$ cat src/rtl/gei_pkg.sv
package gei_pkg;
  localparam int NLINES    = 8;
  localparam int DEV_W     = 3;
  localparam int FIELD_W   = 8;
  localparam int NODE_W    = 9;
  localparam int DEST_W    = FIELD_W + NODE_W + 1;
  localparam int NERR      = 23;
  localparam int STAT_W    = NLINES + NERR + 1;
  localparam int MULTI_BIT = STAT_W - 1;
  localparam int NGRP      = 7;
  localparam int MAP_W     = NLINES * DEV_W;
  localparam int NREGS     = 4 + NLINES;
  localparam int ADDR_W    = $clog2(NREGS);

  localparam int IDX_STATUS = 0;
  localparam int IDX_ENABLE = 1;
  localparam int IDX_CLEAR  = 2;
  localparam int IDX_DEVMAP = 3;
  localparam int IDX_LINE0  = 4;

  localparam logic [STAT_W-1:0] FATAL_MASK = 32'h3FC0_6000;

  function automatic logic [STAT_W-1:0] grp_mask(input int g);
    logic [STAT_W-1:0] m;
    case (g)
      0:       m = 32'h0000_FD00;
      1:       m = 32'h4001_0000;
      2:       m = 32'h003E_0000;
      3:       m = 32'h0B80_0000;
      4:       m = 32'h1400_0200;
      5:       m = 32'h2040_0000;
      6:       m = 32'h8000_0000;
      default: m = '0;
    endcase
    return m;
  endfunction
endpackage

$ cat src/rtl/gei_err_latch.sv
module gei_err_latch
  import gei_pkg::*;
(
  input  logic              clk,
  input  logic              rst_n,
  input  logic [NERR-1:0]   err_evt,
  input  logic              clr_req,
  input  logic [NGRP-1:0]   clr_grp,
  output logic [STAT_W-1:0] err_bits
);
  logic [STAT_W-1:0] clr_mask;
  logic [STAT_W-1:0] set_vec;
  logic              again;

  always_comb begin
    clr_mask = '0;
    for (int g = 0; g < NGRP; g++) begin
      if (clr_req && clr_grp[g]) clr_mask = clr_mask | grp_mask(g);
    end
  end

  assign again   = (|err_evt) && (|err_bits[MULTI_BIT-1:NLINES]);
  assign set_vec = {again, err_evt, {NLINES{1'b0}}};

  always_ff @(posedge clk or negedge rst_n) begin
    if (!rst_n) err_bits <= '0;
    else        err_bits <= (err_bits & ~clr_mask) | set_vec;
  end
endmodule

$ cat src/rtl/gei_route_bank.sv
module gei_route_bank
  import gei_pkg::*;
(
  input  logic                      clk,
  input  logic                      rst_n,
  input  logic                      map_wr,
  input  logic [NLINES-1:0]         line_wr,
  input  logic [DEST_W-1:0]         wdata,
  input  logic [MAP_W-1:0]          map_wdata,
  output logic [MAP_W-1:0]          map_q,
  output logic [NLINES*DEST_W-1:0]  dest_q
);
  always_ff @(posedge clk or negedge rst_n) begin
    if (!rst_n)      map_q <= '0;
    else if (map_wr) map_q <= map_wdata;
  end

  for (genvar n = 0; n < NLINES; n++) begin : g_line
    logic [DEST_W-1:0] d_q;
    always_ff @(posedge clk or negedge rst_n) begin
      if (!rst_n)          d_q <= '0;
      else if (line_wr[n]) d_q <= wdata;
    end
    assign dest_q[n*DEST_W +: DEST_W] = d_q;
  end
endmodule

$ cat src/rtl/gei_read_mux.sv
module gei_read_mux
  import gei_pkg::*;
(
  input  logic [ADDR_W-1:0]        addr,
  input  logic [STAT_W-1:0]        status,
  input  logic [STAT_W-1:0]        enable,
  input  logic [MAP_W-1:0]         map_q,
  input  logic [NLINES*DEST_W-1:0] dest_q,
  output logic [31:0]              rdata
);
  always_comb begin
    rdata = '0;
    if (int'(addr) == IDX_STATUS)      rdata = status;
    else if (int'(addr) == IDX_ENABLE) rdata = enable;
    else if (int'(addr) == IDX_DEVMAP) rdata = 32'(map_q);
    else begin
      for (int n = 0; n < NLINES; n++) begin
        if (int'(addr) == IDX_LINE0 + n) rdata = 32'(dest_q[n*DEST_W +: DEST_W]);
      end
    end
  end
endmodule

$ cat src/rtl/grp_err_intc.sv
module grp_err_intc
  import gei_pkg::*;
(
  input  logic                      clk,
  input  logic                      rst_n,
  input  logic [NLINES-1:0]         dev_irq,
  input  logic [NERR-1:0]           err_evt,
  input  logic [ADDR_W-1:0]         reg_addr,
  input  logic                      reg_wr,
  input  logic [31:0]               reg_wdata,
  output logic [31:0]               reg_rdata,
  output logic                      irq,
  output logic                      fatal,
  output logic [MAP_W-1:0]          line_dev,
  output logic [NLINES*FIELD_W-1:0] line_field,
  output logic [NLINES*NODE_W-1:0]  line_node,
  output logic [NLINES-1:0]         line_to_io
);
  logic [STAT_W-1:0]        err_bits;
  logic [STAT_W-1:0]        status;
  logic [STAT_W-1:0]        en_q;
  logic                     clr_do;
  logic                     en_wr;
  logic                     map_wr;
  logic [NLINES-1:0]        line_wr;
  logic [NLINES*DEST_W-1:0] dest_q;

  assign en_wr  = reg_wr && (int'(reg_addr) == IDX_ENABLE);
  assign clr_do = reg_wr && (int'(reg_addr) == IDX_CLEAR);
  assign map_wr = reg_wr && (int'(reg_addr) == IDX_DEVMAP);

  for (genvar n = 0; n < NLINES; n++) begin : g_wdec
    assign line_wr[n] = reg_wr && (int'(reg_addr) == IDX_LINE0 + n);
  end

  always_ff @(posedge clk or negedge rst_n) begin
    if (!rst_n)     en_q <= '0;
    else if (en_wr) en_q <= reg_wdata;
  end

  gei_err_latch u_latch (
    .clk      (clk),
    .rst_n    (rst_n),
    .err_evt  (err_evt),
    .clr_req  (clr_do),
    .clr_grp  (reg_wdata[NGRP-1:0]),
    .err_bits (err_bits)
  );

  gei_route_bank u_route (
    .clk       (clk),
    .rst_n     (rst_n),
    .map_wr    (map_wr),
    .line_wr   (line_wr),
    .wdata     (reg_wdata[DEST_W-1:0]),
    .map_wdata (reg_wdata[MAP_W-1:0]),
    .map_q     (line_dev),
    .dest_q    (dest_q)
  );

  assign status = {err_bits[STAT_W-1:NLINES], dev_irq};
  assign irq    = |(status & en_q);
  assign fatal  = |(err_bits & FATAL_MASK);

  for (genvar n = 0; n < NLINES; n++) begin : g_split
    assign line_field[n*FIELD_W +: FIELD_W] = dest_q[n*DEST_W +: FIELD_W];
    assign line_node[n*NODE_W +: NODE_W]    = dest_q[n*DEST_W+FIELD_W +: NODE_W];
    assign line_to_io[n]                    = dest_q[n*DEST_W+DEST_W-1];
  end

  gei_read_mux u_rd (
    .addr   (reg_addr),
    .status (status),
    .enable (en_q),
    .map_q  (line_dev),
    .dest_q (dest_q),
    .rdata  (reg_rdata)
  );
endmodule

$ cat config.mk
export PLATFORM = sky130hd
export DESIGN_NAME = grp_err_intc
export DESIGN_NICKNAME = d
export VERILOG_FILES = /design/src/rtl/gei_pkg.sv /design/src/rtl/gei_err_latch.sv /design/src/rtl/gei_route_bank.sv /design/src/rtl/gei_read_mux.sv /design/src/rtl/grp_err_intc.sv
export SDC_FILE = /design/constraint.sdc
export NUM_CORES = 1
export LEC_CHECK = 0
export BUFFER_PORTS_ARGS = -buffer_cell sky130_fd_sc_hd__buf_2
export CORE_MARGIN = 10
export CORE_UTILIZATION = 55
export DETAILED_ROUTE_END_ITERATION = 12
export GPL_TIMING_DRIVEN = 1
export PLACE_DENSITY = 0.82
export SYNTH_ARGS = -nofsm -noshare
export SYNTH_HDL_FRONTEND = slang
export SYNTH_SLANG_ARGS = --single-unit
$ cat constraint.sdc
create_clock -name clk -period 2.6 [get_ports clk]
set_input_delay 0.26 -clock clk [delete_from_list [all_inputs] [get_ports clk]]
set_output_delay 0.26 -clock clk [all_outputs]
set_load 0.02 [all_outputs]
==> out/results.tsv, run 1 <==
stage	metric	value	unit
yosys	yosysTopAreaCell	dfrtp_1	
timing	worst_hold_slack	0.118	ns
timing	slew_viol_final	0	
timing	rsz0062_at_grt	false	
routing	via_per_inst	6.29	
timing	slew_headroom	32.7	%
yosys	synthArstFlopShare	100	%
yosys	synth-seq-cells	224	
clock_network	root_buffer	clkbuf_16	
clock_network	clk_path_buf_depth	3	
yosys	syn_area	10800	um^2
routing	dr.pass1.iters	6	
yosys	synth-edff-count	0	
clock_network	ctsResizeCount	0	
run	drv_cap	0	
timing	setup_viol	0	
yosys	yosys.area.top_type_share	52.1	%
floorplanning	placementRows	51	
finish	final_cell_mix	buf_2 (270), dfrtp_1 (224), mux2_2 (184), nand2_1 (62)	
finish	final_layout_size_suffix_gt1_share	47.2	%
global_route	grtUsageTotal	29.2	%
global_route	antenna_found_initial	3	
routing	drt_wl_total	38800	um
timing	fmax	398	MHz
global_route	grt_pass1_vias	9513	
yosys	synth_flop_cell	dfrtp_1	
place	port_buffers	271	
yosys	ys.warnings.count	0	
global_route	grt_pass1_wl	59100	um
clock_network	cts_buffers	24	
clock_network	cts_sinks	224	
clock_network	tritoncts	done	
clock_network	post_cts_buffers	0	
place	place.detailed.hpwl	28300	um
critical_path	crit_type	in2out	
floorplanning	die_h	160	um
critical_path	crit_path_max_fanout	26	
yosys	synth_nets	938	
global_route	grt-ovfl-total	0	
place	numPlacedInstances	1379	
critical_path	worstPathArrival	2.25	ns
power_and_ir_drop	p_leak	0.00628	uW
yosys	yosysUniqueCellTypes	59	
finish	final_common_cell	buf_2	
clock_network	ctsHoldBuffers	38	
floorplanning	top_level_ports	272	
power_and_ir_drop	p_per_area	850	nW/um^2
clock_network	clock_latency	0.51	ns
place	gp_congestion	0.933	
floorplanning	start_util	55.7	%
yosys	avgSynthCellArea	12.4	um^2
routing	post-route-drc-count	0	
finish	syn_to_final_growth	27.2	%
critical_path	critPathRequiredTime	2.34	ns
status	outcome	completed	
worst_hold_path	hold_path_class	in2reg	
floorplanning	die_width	160	um
clock_network	h-tree-depth	1	
timing	final_hold_viol_count	0	
critical_path	cp-start-kind	input port	
routing	wl_per_cell	26.5	um
timing	finalCritPeriodShare	96.7	%
yosys	synthTopCellsByArea	dfrtp_1 (52%), mux2_2 (19%), nand2_1 (2.2%), a22oi_1 (2.0%), mux4_2 (1.9%)	
routing	drt_iter0_markers	861	
finish	instances_no_fill	1463	
timing	tightest_slew	1.01	ns
timing	min_period	2.51	ns
yosys	synth_cells	868	
power_and_ir_drop	peakVddDrop	0.769	mV
timing	clock_skew	0.00392	ns
routing	antenna_left	0	
routing	vias	9198	
yosys	synth_seq_area_share	52.1	%
finish	final_nets	1248	
floorplanning	die-area	25600	um^2
floorplanning	fp.coreArea	19300	um^2
timing	tns	0	ns
clock_network	path_clk_slew	0.06	ns
global_route	grt_max_degree	85	
critical_path	endpoint_kind	output pin	
[cell usage after synthesis, types with 11 or more instances]
master,count
a21o_1,25
a21oi_1,23
a221oi_1,13
a22o_1,12
a22oi_1,28
buf_1,11
buf_2,22
buf_4,13
clkbuf_1,16
dfrtp_1,224
mux2_1,15
mux2_2,184
mux2i_1,16
nand2_1,62
nor2_1,24
o21ai_0,38
o22ai_1,17
[critical path, stage by stage]
cell and delay (ns):
buf_2 0.37, buf_4 0.45, mux4_2 0.37, a32oi_1 0.22
o21ai_0 0.19, nor3b_1 0.21, buf_2 0.17
[cell families after synthesis]
| kind of cell | after synthesis | synth area share (%) |
|---|---|---|
| AO/OA/AOI/OAI | 197 | 12.6 |
| buffers and inverters | 73 | 3.60 |
| flip-flops | 224 | 52.1 |
| multiplexers | 224 | 24.2 |
| AND/OR/NAND/NOR | 150 | 7.53 |
[cell type report]
cell class	count	area, um^2
Antenna cell	2	5.00
Fill cell	1421	5640
Clock inverter	10	52.6
Timing Repair Buffer	351	2160
Clock buffer	34	739
Sequential cell	224	5610
Multi-Input combinational cell	571	4770
Inverter	6	22.5
Tap cell	265	332
[sequential cells by signal, summed over array words and instances, names as in the netlist]
name                cells
en_q                   32
u_route.g_line.d_q    144
u_route.map_q          24
u_latch.err_bits       24
[layer usage]
| layer | global-route usage [%] | vias to the layer above | wire, um |
|---|---|---|---|
| li1 | - | 3886 | - |
| met1 | 38.5 | 4624 | 15800 |
| met2 | 45.8 | 594 | 17700 |
| met3 | 8.15 | 92 | 4030 |
| met4 | 9.60 | 2 | 1250 |
| met5 | 0 | - | 13 |
[metrics by stage]
stage / total power, uW / worst slack [ns] / util, % / area (um^2)
after floorplan: 6730 / 0.589 / - / 10800
after global placement: 8120 / 0.160 / 64.7 / 12500
after detailed placement: 8220 / 0.150 / 64.7 / 12500
after CTS: 11600 / 0.138 / 70.8 / 13700
after global routing: 12100 / 0.0225 / 70.8 / 13700
final: 11600 / 0.0863 / 70.8 / 13700
[final timing paths]
check,start,to,slack [ns],depth (start not counted)
worst max-delay path,reg_addr[1],reg_rdata[15],0.09,7
worst min-delay path,reg_wdata[16],u_route.g_line[4].d_q[16],0.12,2
worst max register to register,u_latch.err_bits[24],u_latch.err_bits[31],1.13,4
worst min register to register,u_route.g_line[0].d_q[11],u_route.g_line[0].d_q[11],0.52,1
max in group asynchronous,rst_n,u_route.g_line[7].d_q[8],1.49,3
min in group asynchronous,rst_n,u_route.g_line[1].d_q[10],0.34,2
[power breakdown]
group / leakage (uW) / switching, uW / internal (uW)
Sequential: 0.00266 / 694 / 4220
Combinational: 0.00321 / 1980 / 1350
Clock: 0.000402 / 1410 / 1970
(Power assumes the default switching activity.)
==> run 2, diff against run 1 <==
--- a/config.mk
+++ b/config.mk
@@ -12,5 +12,6 @@
 export GPL_TIMING_DRIVEN = 1
-export PLACE_DENSITY = 0.82
+export PLACE_DENSITY = 0.81
 export SYNTH_ARGS = -nofsm -noshare
 export SYNTH_HDL_FRONTEND = slang
+export SYNTH_HIERARCHICAL = 1
 export SYNTH_SLANG_ARGS = --single-unit
==> constraint.sdc (replaced) <==
create_clock -name clk -period 2.6 [get_ports clk]
set_input_delay 0.13 -clock clk [delete_from_list [all_inputs] [get_ports clk]]
set_output_delay 0.13 -clock clk [all_outputs]
set_load 0.02 [all_outputs]
==> run 2 against run 1 <==
  * Combinational power grew 9.3%
  * Worst hold slack got worse by 0.079 ns
  * Non-clock buffer count shrank 11
  * Die area up 6.4%
  * Largest power group unchanged
  * Setup slack better by 0.0070 ns
  * Area after synthesis rose by 7.4%
  * Via count rose by 1.3%
  * Highest routed layer unchanged
==> out/results.tsv, run 2 <==
stage	metric	value	unit	change
power_and_ir_drop	p_comb_share	29.7	%	was 28.6%
yosys	syn_area	11600	um^2	was 10800 um^2
critical_path	crit_path_max_fanout	5		was 26
finish	final_common_cell	buf_2		unchanged
clock_network	path_clk_slew	0.07	ns	was 0.06 ns
place	pre_cts_slack	0.405	ns	was 0.150 ns
clock_network	cts_buffers	24		unchanged
timing	min_period	2.51	ns	about the same
floorplanning	top_level_ports	272		unchanged
finish	top_register	u_route/g_line.d_q		was u_route.g_line.d_q
power_and_ir_drop	p_per_area	857	nW/um^2	was 850 nW/um^2
timing	fmax	399	MHz	was 398 MHz
timing	setup_slack	0.0933	ns	was 0.0863 ns
power_and_ir_drop	peakVddDrop	0.787	mV	was 0.769 mV
yosys	ys.warnings.count	6		was 0
global_route	grt_max_degree	84		was 85
clock_network	cts_sinks	224		unchanged
routing	drt_wl_total	40200	um	was 38800 um
routing	post-route-drc-count	0		unchanged
run	drv_cap	0		unchanged
critical_path	crit_type	reg2out		was in2out
global_route	grt_pass1_vias	9560		was 9513
critical_path	critPathSlowestCell	or4_1		was buf_4
place	numPlacedInstances	1405		was 1379
yosys	avgSynthCellArea	13.0	um^2	was 12.4 um^2
floorplanning	die_h	165	um	was 160 um
timing	final_hold_viol_count	0		unchanged
routing	drt_iter0_markers	1104		was 861
yosys	synth_nets	959		was 938
clock_network	clk_path_buf_depth	3		unchanged
floorplanning	placementRows	52		was 51
critical_path	crit_chain	a22oi_1, nand4_1, or4_1, buf_2		was buf_2, buf_4, mux4_2, a32oi_1, o21ai_0, nor3b_1, buf_2
power_and_ir_drop	p_seq_share	40.3	%	was 42.3%
place	place.detailed.hpwl	28700	um	was 28300 um
global_route	grt_pass1_wl	59900	um	was 59100 um
finish	final_nets	1269		was 1248
routing	wl_per_cell	26.9	um	was 26.5 um
worst_hold_path	hold_path_class	in2reg		unchanged
finish	final_cell_mix	buf_2 (270), dfrtp_1 (224), mux2_4 (130), mux2_2 (71)		was buf_2 (270), dfrtp_1 (224), mux2_2 (184), nand2_1 (62)
critical_path	critPathMaxStageDelay	0.55	ns	was 0.45 ns
power_and_ir_drop	power.total	12200	uW	was 11600 uW
timing	slew_viol_final	0		unchanged
power_and_ir_drop	p_leak	0.00670	uW	was 0.00628 uW
critical_path	cp-start-kind	flop		was input port
clock_network	clock_latency	0.52	ns	was 0.51 ns
power_and_ir_drop	switching_share	33.9	%	was 35.1%
clock_network	post_cts_buffers	0		unchanged
timing	clock_skew	0.00447	ns	was 0.00392 ns
finish	syn_to_final_growth	23.4	%	was 27.2%
critical_path	endpoint_kind	output pin		unchanged
timing	setup_viol	0		unchanged
clock_network	h-tree-depth	1		unchanged
global_route	antenna_found_initial	7		was 3
timing	tns	0	ns	unchanged
floorplanning	start_util	56.6	%	was 55.7%
finish	largest_register_ffs	144		unchanged
place	dpl_cell_area	13000	um^2	was 12500 um^2
status	outcome	completed		unchanged
finish	instances_no_fill	1492		was 1463
clock_network	root_buffer	clkbuf_16		unchanged
global_route	grt-ovfl-total	0		unchanged
timing	finalCritPeriodShare	96.4	%	was 96.7%
finish	n_fill_cell	1456		was 1421
floorplanning	die-area	27200	um^2	was 25600 um^2
timing	slew_headroom	51.4	%	was 32.7%
finish	fin_area	14300	um^2	was 13700 um^2
global_route	grtUsageTotal	28.7	%	was 29.2%
yosys	synth_cells	889		was 868
routing	dr.pass1.iters	5		was 6
power_and_ir_drop	p_int	8090	uW	was 7550 uW
clock_network	ctsResizeCount	0		unchanged
floorplanning	fp.coreArea	20400	um^2	was 19300 um^2
routing	antenna_left	0		unchanged
place	port_buffers	271		unchanged
finish	final_layout_size_suffix_gt1_share	46.8	%	was 47.2%
routing	vias	9315		was 9198
timing	tightest_slew	0.730	ns	was 1.01 ns
place	gp_congestion	0.910		was 0.933
power_and_ir_drop	p_switching	4140	uW	was 4090 uW
critical_path	critPathRequiredTime	2.47	ns	was 2.34 ns
critical_path	worstPathArrival	2.38	ns	was 2.25 ns
power_and_ir_drop	clockPowerShare	30.0	%	was 29.1%
floorplanning	die_width	165	um	was 160 um
timing	rsz0062_at_grt	false		unchanged
routing	via_per_inst	6.24		was 6.29
finish	reg_top3	u_route/g_line.d_q x144, en_q x32		was u_route.g_line.d_q x144, en_q x32
clock_network	tritoncts	done		unchanged
clock_network	ctsHoldBuffers	38		unchanged
[run 2: worst max-delay path: cells and delay by family, from the launching register on]
kind / cells / cell delay [ns]
AND/OR/NAND/NOR: 2 / 0.78
flip-flops: 1 / 0.47
AO/OA/AOI/OAI: 1 / 0.42
buffers and inverters: 1 / 0.19
[run 2: layout make-up]
cell class	count	area, um^2	area share (%)
Sequential cell	224	5610	39.3
Timing Repair Buffer	340	2030	14.2
Antenna cell	6	15.0	0.105
Clock buffer	33	696	4.88
Tap cell	270	338	2.37
Multi-Input combinational cell	606	5420	38.0
Inverter	3	11.3	0.0789
Clock inverter	10	155	1.09
[run 2: worst paths after layout]
path	start	end	slack [ns]	cells past startpoint
max	u_latch/err_bits[9]	irq	0.09	4
min	reg_wdata[10]	u_route/g_line[7].d_q[10]	0.04	2
max reg2reg	u_latch/err_bits[9]	u_latch/err_bits[31]	1.23	4
min reg2reg	u_route/g_line[3].d_q[0]	u_route/g_line[3].d_q[0]	0.53	1
max in group asynchronous	rst_n	u_route/map_q[14]	1.51	3
min in group asynchronous	rst_n	u_route/g_line[0].d_q[9]	0.19	2
[run 2: layer usage]
layer,vias up,part of all wire (%),GRT usage [%]
met3,116,10,7.72
met4,2,4.9,12.8
met1,4641,39,37.2
met5,-,0.045,0
li1,3932,-,-
met2,624,46,44.4
[run 2: stage by stage]
stage | util (%) | hold WS [ns]
2_1_floorplan | - | -0.166
3_3_place_gp | 63.7 | 0.161
3_5_place_dp | 63.7 | 0.152
4_1_cts | 69.8 | 0.0281
5_1_grt | 69.8 | 0.0482
6_report | 69.8 | 0.0390
[run 2: power by group through the flow]
stage	registers (uW)	logic (uW)	clock network [uW]
after floorplan	5530	1500	0
after global placement	4920	3510	0
after detailed placement	4950	3580	0
after CTS	4900	3630	3710
after global routing	5030	3820	3870
final	4930	3640	3670
